## config.mk

```make
export PLATFORM = sky130hd
export DESIGN_NAME = cds_phase_seq
export DESIGN_NICKNAME = d
export VERILOG_FILES = /design/src/rtl/cds_phase_seq.sv
export SDC_FILE = /design/constraint.sdc
export NUM_CORES = 1
export LEC_CHECK = 0
export ABC_AREA = 1
export BUFFER_PORTS_ARGS = -buffer_cell sky130_fd_sc_hd__buf_2
export CAP_MARGIN = 40
export CORE_AREA = 2 2 39 41
export CTS_BUF_LIST = sky130_fd_sc_hd__clkbuf_4 sky130_fd_sc_hd__clkbuf_8
export DETAILED_ROUTE_END_ITERATION = 10
export DIE_AREA = 0 0 41 43
export PLACE_DENSITY_LB_ADDON = 0.3
export RECOVER_POWER = 100
export SYNTH_ARGS = -nofsm -noshare
export SYNTH_HDL_FRONTEND = slang
export SYNTH_SLANG_ARGS = --single-unit
```

## constraint.sdc

```tcl
create_clock -name clk -period 2.75 [get_ports clk]
set_clock_uncertainty 0.2 [all_clocks]
set_input_delay 0.4125 -clock clk [delete_from_list [all_inputs] [get_ports clk]]
set_output_delay 0.4125 -clock clk [all_outputs]
set_load 0.05 [all_outputs]
```

## src/rtl/cds_phase_seq.sv

```systemverilog
module cds_phase_seq (
  input  logic       clk,
  input  logic       rst,
  input  logic       en,
  input  logic       edge_ref,
  output logic [3:0] ch0_ph,
  output logic [3:0] ch1_ph,
  output logic [1:0] samp_q,
  output logic       cmp_strobe,
  output logic       cmp_ch,
  output logic       res_valid,
  output logic       res_ch
);

  logic [1:0] cnt;
  logic [1:0] cnt_far;

  assign cnt_far = cnt + 2'd2;

  always_ff @(posedge clk) begin
    if (rst) begin
      cnt        <= 2'd0;
      ch0_ph     <= 4'b0;
      ch1_ph     <= 4'b0;
      cmp_strobe <= 1'b0;
      cmp_ch     <= 1'b0;
      res_valid  <= 1'b0;
      res_ch     <= 1'b0;
    end else if (en) begin
      cnt        <= cnt + 2'd1;
      ch0_ph     <= 4'b0001 << cnt;
      ch1_ph     <= 4'b0001 << cnt_far;
      cmp_strobe <= cnt[0];
      cmp_ch     <= cnt[1];
      res_valid  <= cnt[0];
      res_ch     <= ~cnt[1];
    end else begin
      ch0_ph     <= 4'b0;
      ch1_ph     <= 4'b0;
      cmp_strobe <= 1'b0;
      res_valid  <= 1'b0;
    end
  end

  assign samp_q = {ch1_ph[0], ch0_ph[0]} & {2{edge_ref}};

endmodule

```

# After elaboration in Yosys (flattened, before gate mapping)
# Cells that the tools add are included.
# word_totals
register_bits	13
latchBits	0
mem_bits_rw	0
mem_bits_ro	0
inputBits	4
word_cells	14
memories	0
# op_classes
n_addsub	2
multipliers	0
n_div	0
magnitude_cmp	0
eq_ne	0
shift	2
muxes	0
bitwise	3
n_reduce_logical	1
# ops
cell	n
$shl A1 B2 Y4 const A	2
$add A2 B1 Y2 const B	1
$add A2 B2 Y2 const B	1
$and A2 B2 Y2	1
$not A1 Y1	2
$reduce_or A2 Y1	1

# Longest topological paths before layout
# Gate-level depths: netlist of the first run.
# depth
word_depth	2
ltp_mapped	4

# Worst setup path before layout of the first run
# Ideal clock, no wire load.
# synth_timing
kind	register to output
startpoint	register ch0_ph[0]
endpoint	output samp_q[0]
arrival_ps	1047
required_time_ps	2138
setup_slack_ps	1090
path_stages_with_launch	3
path_buffers	0
cell_sequence	dfxtp_1 nand2_1 inv_1
# synth_via
elab_chain_len	1
# synth_lines
item	line	text
start, declared	6	output logic [3:0] ch0_ph,
start signal, assigned	31	ch0_ph <= 4'b0001 << cnt;
$and A2 B2 Y2	45	assign samp_q = {ch1_ph[0], ch0_ph[0]} & {2{edge_ref}};
end, declared	8	output logic [1:0] samp_q,
# Every way passes these cells.

# Worst setup path after layout of the first run
# Ends and elaborated chain as after synthesis.

==> metrics.txt, run 1 <==
unrepaired setup endpoints after global routing false; final worst-path cycle share 64.4%; setup tns final 0 ns; number of top-level pins 18; number of different library cells in the post-synthesis netlist 8; launching point of the worst reg2reg path cnt[0]$_SDFFE_PP0P_; leakage power figure 0.192 nW; number of clock sinks 9; Cells after Synth 41; layout cell share with drive strength beyond 1 12.3%; number of antenna violations at the first check in global routing 0; maximum achievable frequency 564 MHz; count of state elements after synthesis 9; IR Drop Worst-Case VDD 0.000157 V; area of the mapped netlist 329 um^2; Startpoint Class flip-flop; worst hold path cell count 2; buffers inserted by post-CTS timing repair 0; time the final worst path needs with I/O delays and setup 1.77 ns; wire length of the first global-routing pass 772 um; Max Fanout on Critical Path 3; remaining global-route overflow 0; Diodes inserted 0; maxcap violations 0; CP max stage delay 0.45 ns; pin count of the biggest net entering global routing 7; count of input and output buffers 17; clock root buffer clkbuf_4; Worst Hold End res_ch$_SDFFE_PP0P_; count of endpoints failing hold in the final timing report 0; CP required 2.14 ns; destination of the worst register-to-register timing path cnt[1]$_SDFFE_PP0P_; Setup-failing EPs final 0; drt drc 0; number of nets in the layout 62; setup slack on the worst flop-to-flop path 1.75 ns; insertion delay of the later-clocked pin in the worst-skew pair 0.26 ns; final weighted congestion of routability-driven global placement 0.634; post-detailed-placement cell area 397 um^2; number of hold buffers added after CTS 0; Power Dens Cells 738 mW/mm^2; endpoint type of the worst setup path output port; worst hold start rst; data arrival time of the worst path 1.16 ns; number of filler instances in the final layout 174; average wire per cell in the routed design 7.66 um; Routed WL 559 um; Inserted Clock Buffers 3; Via-to-Cell Ratio 3.96; number of global-route vias before repair 217; classification of the worst-slack hold path input port to flip-flop; number of cells on the worst reg-to-reg path 3; Initial Utilization 23.8%; Core Box Area 0.00138 mm^2; clock transition time at the flip-flop clock pins of the worst setup and hold paths 0.06 ns; Max Slew Vio Count 0; length of the first detailed-routing pass in iterations 2; Syn Area/Cell 8.03 um^2; cts repair resizes 0; slowest stage cell on the critical path clkbuf_1; full die area 0.00176 mm^2; H-tree level count 1; die extent in y 43 um; synthesis-to-finish area growth 23.2%; vias 289; CTS max path bufs 2; All-Layer GR Usage 7.45%; Synth warnings 0; Final HPWL DP 419 um; number of core rows 14; ordered cell list for the critical path nand2_1 -> inv_1 -> clkbuf_1; summed area of non-filler cells in the final layout 405 um^2; measured slew at the worst slew-check pin 0.596 ns; kind of critical path flip-flop to output port; run status finished, final reports clean; slew margin rel. 60.5%; CTS tree done; starting DRC count in detailed routing 4; antenna viol nets, final 0; sequential-to-total area share from yosys stat 54.8%; Die Wd 41 um; Net Count, Synth 45
## synth_stat cells (all sizes together)
cell	n	share of area, %
dfxtp	9	55
nand2	10	13
buf	5	11
nor3	3	4.6
nor2	8	9.1
a21oi	1	1.5
inv	5	5.7
## placed cells by master, fill, tap and decap left out, drive strengths merged
cell type,Yosys,routed
nor2,8,8
a21oi,1,1
nand2,10,10
inv,5,5
dfxtp,9,9
nor3,3,3
clkbuf,0,19
buf,5,2
## final cells by class
class | count | area (um^2) | area share, %
repair buffers | 17 | 66.3 | 16.4
clock buffers | 4 | 30.0 | 7.41
multi-input cells | 22 | 90.1 | 22.2
inverters | 5 | 18.8 | 4.63
flip-flops and latches | 9 | 180 | 44.4
well taps | 16 | 20.0 | 4.94
## worst max-delay path by stage
stage	startpoint	endpoint	slack, ns	depth (start not counted)
after floorplan	ch0_ph[0]$_SDFF_PP0_	samp_q[0]	1.09	2
after global placement	edge_ref	samp_q[1]	1.32	4
after detailed placement	edge_ref	samp_q[0]	1.31	4
after CTS	ch0_ph[0]$_SDFF_PP0_	samp_q[0]	1.17	3
after global routing	ch0_ph[0]$_SDFF_PP0_	samp_q[0]	0.86	3
final	ch0_ph[0]$_SDFF_PP0_	samp_q[0]	0.98	3
## worst max-delay path: cells and delay by family, from the launching register on
kind | cells | cell delay (ns)
flip-flops | 1 | 0.34
buffers and inverters | 2 | 0.49
AND/OR/NAND/NOR | 1 | 0.06
## per-layer routing
| layer | vias up | part of all wire [%] | global-route usage, % |
|---|---|---|---|
| met2 | 15 | 46 | 10.6 |
| met1 | 121 | 38 | 5.19 |
| met5 | - | 0 | 0 |
| met3 | 4 | 10 | 3.14 |
| li1 | 149 | - | - |
| met4 | 0 | 6.1 | 12.0 |
## power by group
| part | total (mW) | internal, mW | switching (mW) |
|---|---|---|---|
| clock | 0.111 | 0.0657 | 0.0453 |
| sequential | 0.141 | 0.137 | 0.00394 |
| combinational | 0.0472 | 0.00860 | 0.0386 |
| total | 0.299 | 0.211 | 0.0878 |
## registers in the layout (all words and copies together), names as in the netlist
register / count
cmp_ch: 1
res_ch: 1
res_valid: 1
ch0_ph: 3
ch1_ph: 1
cnt: 2
## stage by stage
| step | util (%) | setup WS (ns) | hold slack (ns) | std cells | total power, mW |
|---|---|---|---|---|---|
| finish | 29.3 | 0.978 | 0.231 | 73 | 0.299 |
| global placement | 28.7 | 1.32 | 0.243 | 69 | 0.194 |
| global route | 29.3 | 0.862 | 0.248 | 73 | 0.314 |
| CTS | 30.8 | 1.17 | 0.156 | 73 | 0.309 |
| floorplan | - | 1.09 | 0.221 | 41 | 0.185 |
| detailed placement | 28.7 | 1.31 | 0.243 | 69 | 0.194 |
## cells by family after synthesis
family                 share of synthesized area [%]
and+or+nand+nor                                 26.6
buffers and inverters                           17.1
DFF                                             54.8
AOI/OAI and AO/OA                               1.52
(Power assumes the default switching activity.)
==> run 2, diff against run 1 <==
==> constraint.sdc (replaced) <==
create_clock -name clk -period 1.46 [get_ports clk]
set_clock_uncertainty 0.2 [all_clocks]
set_input_delay 0.219 -clock clk [delete_from_list [all_inputs] [get_ports clk]]
set_output_delay 0.219 -clock clk [all_outputs]
set_load 0.05 [all_outputs]
==> run 2 against run 1 <==
Global-route usage is essentially flat. Sequential power grew 89%. First-iteration DRC count shrank 25%. Combinational power grew 100%.
==> metrics.txt, run 2 (same netlist as run 1, synthesis figures left out) <==
length of the first detailed-routing pass in iterations 2; Startpoint Class flip-flop; CTS max path bufs 2; CTS tree done; ordered cell list for the critical path nand2_1 -> inv_1 -> clkbuf_2; average wire per cell in the routed design 7.28 um; cts repair resizes 0; destination of the worst register-to-register timing path cnt[1]$_SDFFE_PP0P_; number of nets in the layout 63; post-route core utilization 31.6%; setup slack on the worst flop-to-flop path 0.51 ns; Die Wd 41 um; launching point of the worst reg2reg path cnt[0]$_SDFFE_PP0P_; clock transition time at the flip-flop clock pins of the worst setup and hold paths 0.06 ns; layout cell share with drive strength beyond 1 41.4%; post-detailed-placement cell area 399 um^2; number of global-route vias before repair 264; worst hold start en; H-tree level count 1; clock root buffer clkbuf_4; slowest stage cell on the critical path dfxtp_2; All-Layer GR Usage 7.47%; buffers inserted by post-CTS timing repair 0; count of endpoints failing hold in the final timing report 0; vias 283; slew margin rel. 81.5%; summed area of non-filler cells in the final layout 438 um^2; endpoint type of the worst setup path output port; Largest register FFs 3; global routing met2 resource utilization 12.8%; classification of the worst-slack hold path input port to flip-flop; number of cells on the worst reg-to-reg path 3; CP max stage delay 0.33 ns; Core Box Area 0.00138 mm^2; Inserted Clock Buffers 3; time the final worst path needs with I/O delays and setup 1.35 ns; IR Drop Worst-Case VDD 0.000539 V; final worst-path cycle share 92.7%; Via-to-Cell Ratio 3.82; leakage power figure 0.244 nW; data arrival time of the worst path 0.93 ns; antenna viol nets, final 0; unrepaired setup endpoints after global routing false; met3 track utilization from global routing 4.71%; full die area 0.00176 mm^2; insertion delay of the later-clocked pin in the worst-skew pair 0.25 ns; number of hold buffers added after CTS 1; Final HPWL DP 446 um; Power Dens Cells 1280 mW/mm^2; count of input and output buffers 17; number of clock sinks 9; Diodes inserted 0; pin count of the biggest net entering global routing 7; synthesis-to-finish area growth 33.1%; Initial Utilization 23.8%; commonest non-fill, non-tap cell in the layout clkbuf_2; largest register by flop count ch0_ph; Largest regs ch0_ph x3, cnt x2; number of antenna violations at the first check in global routing 0; Routed WL 539 um; final weighted congestion of routability-driven global placement 0.737; worst hold path cell count 3; maximum achievable frequency 739 MHz; Worst Hold End ch0_ph[2]$_SDFF_PP0_; routing layer with the top usage in global route met2; CP required 1.04 ns; wire length of the first global-routing pass 869 um; met1 GRT Util 5.88%; Max Slew Vio Count 0; number of top-level pins 18; number of core rows 14; Setup-failing EPs final 0; run status finished, final reports clean; drt drc 0; origin of the worst setup path ch0_ph[2]$_SDFF_PP0_; Max Fanout on Critical Path 3; setup tns final 0 ns; maxcap violations 0; measured slew at the worst slew-check pin 0.279 ns; starting DRC count in detailed routing 3; kind of critical path flip-flop to output port; die extent in y 43 um; remaining global-route overflow 0; top library cells by usage in the layout, fill and taps aside 14 x clkbuf_2, 8 x nand2_1, 8 x nor2_1
## run 2: cell types whose count changed in the layout (fill, tap and decap cells not counted), sizes merged
cell,change
dlygate4sd3,+1
## run 2: final cells by class
class / count / area [um^2]
fill: 156 / 946
sequential: 9 / 183
timing repair buffer: 18 / 93.8
multi-input combinational: 22 / 92.6
clock buffer: 4 / 30.0
tap: 16 / 20.0
inverter: 5 / 18.8
## run 2: stage by stage
stage          worst slack [ns]  instances  power (mW)  hold WS, ns
4_1_cts                   0.123         74       0.572       0.0547
3_3_place_gp              0.409         69       0.365        0.240
6_report                  0.107         74       0.561       0.0601
3_5_place_dp              0.398         69       0.367        0.243
2_1_floorplan             0.147         41       0.348       0.0881
5_1_grt                  0.0404         74       0.592       0.0666
## run 2: routing by layer
layer	share of wire, %	up-vias
li1	-	151
met1	42	120
met2	48	12
met3	10	0
met4	0	0
met5	0	-
## run 2: worst max path at each step
stage / endpoint / slack, ns / depth (start not counted)
after floorplan: ch1_ph[1] / 0.15 / 1
after global placement: samp_q[1] / 0.41 / 3
after detailed placement: samp_q[1] / 0.40 / 3
after CTS: samp_q[1] / 0.12 / 3
after global routing: samp_q[0] / 0.04 / 3
final: samp_q[1] / 0.11 / 3
## run 2: critical path, delay by kind of cell, from the launching register on
| family | cells | cell delay [ns] |
|---|---|---|
| flip-flops | 1 | 0.33 |
| buffers and inverters | 2 | 0.30 |
| AND/OR/NAND/NOR | 1 | 0.05 |
## run 2: power breakdown
part | total (mW) | switching (mW) | internal, mW
Clock | 0.199 | 0.0761 | 0.123
Sequential | 0.266 | 0.00764 | 0.259
Combinational | 0.0956 | 0.0737 | 0.0219
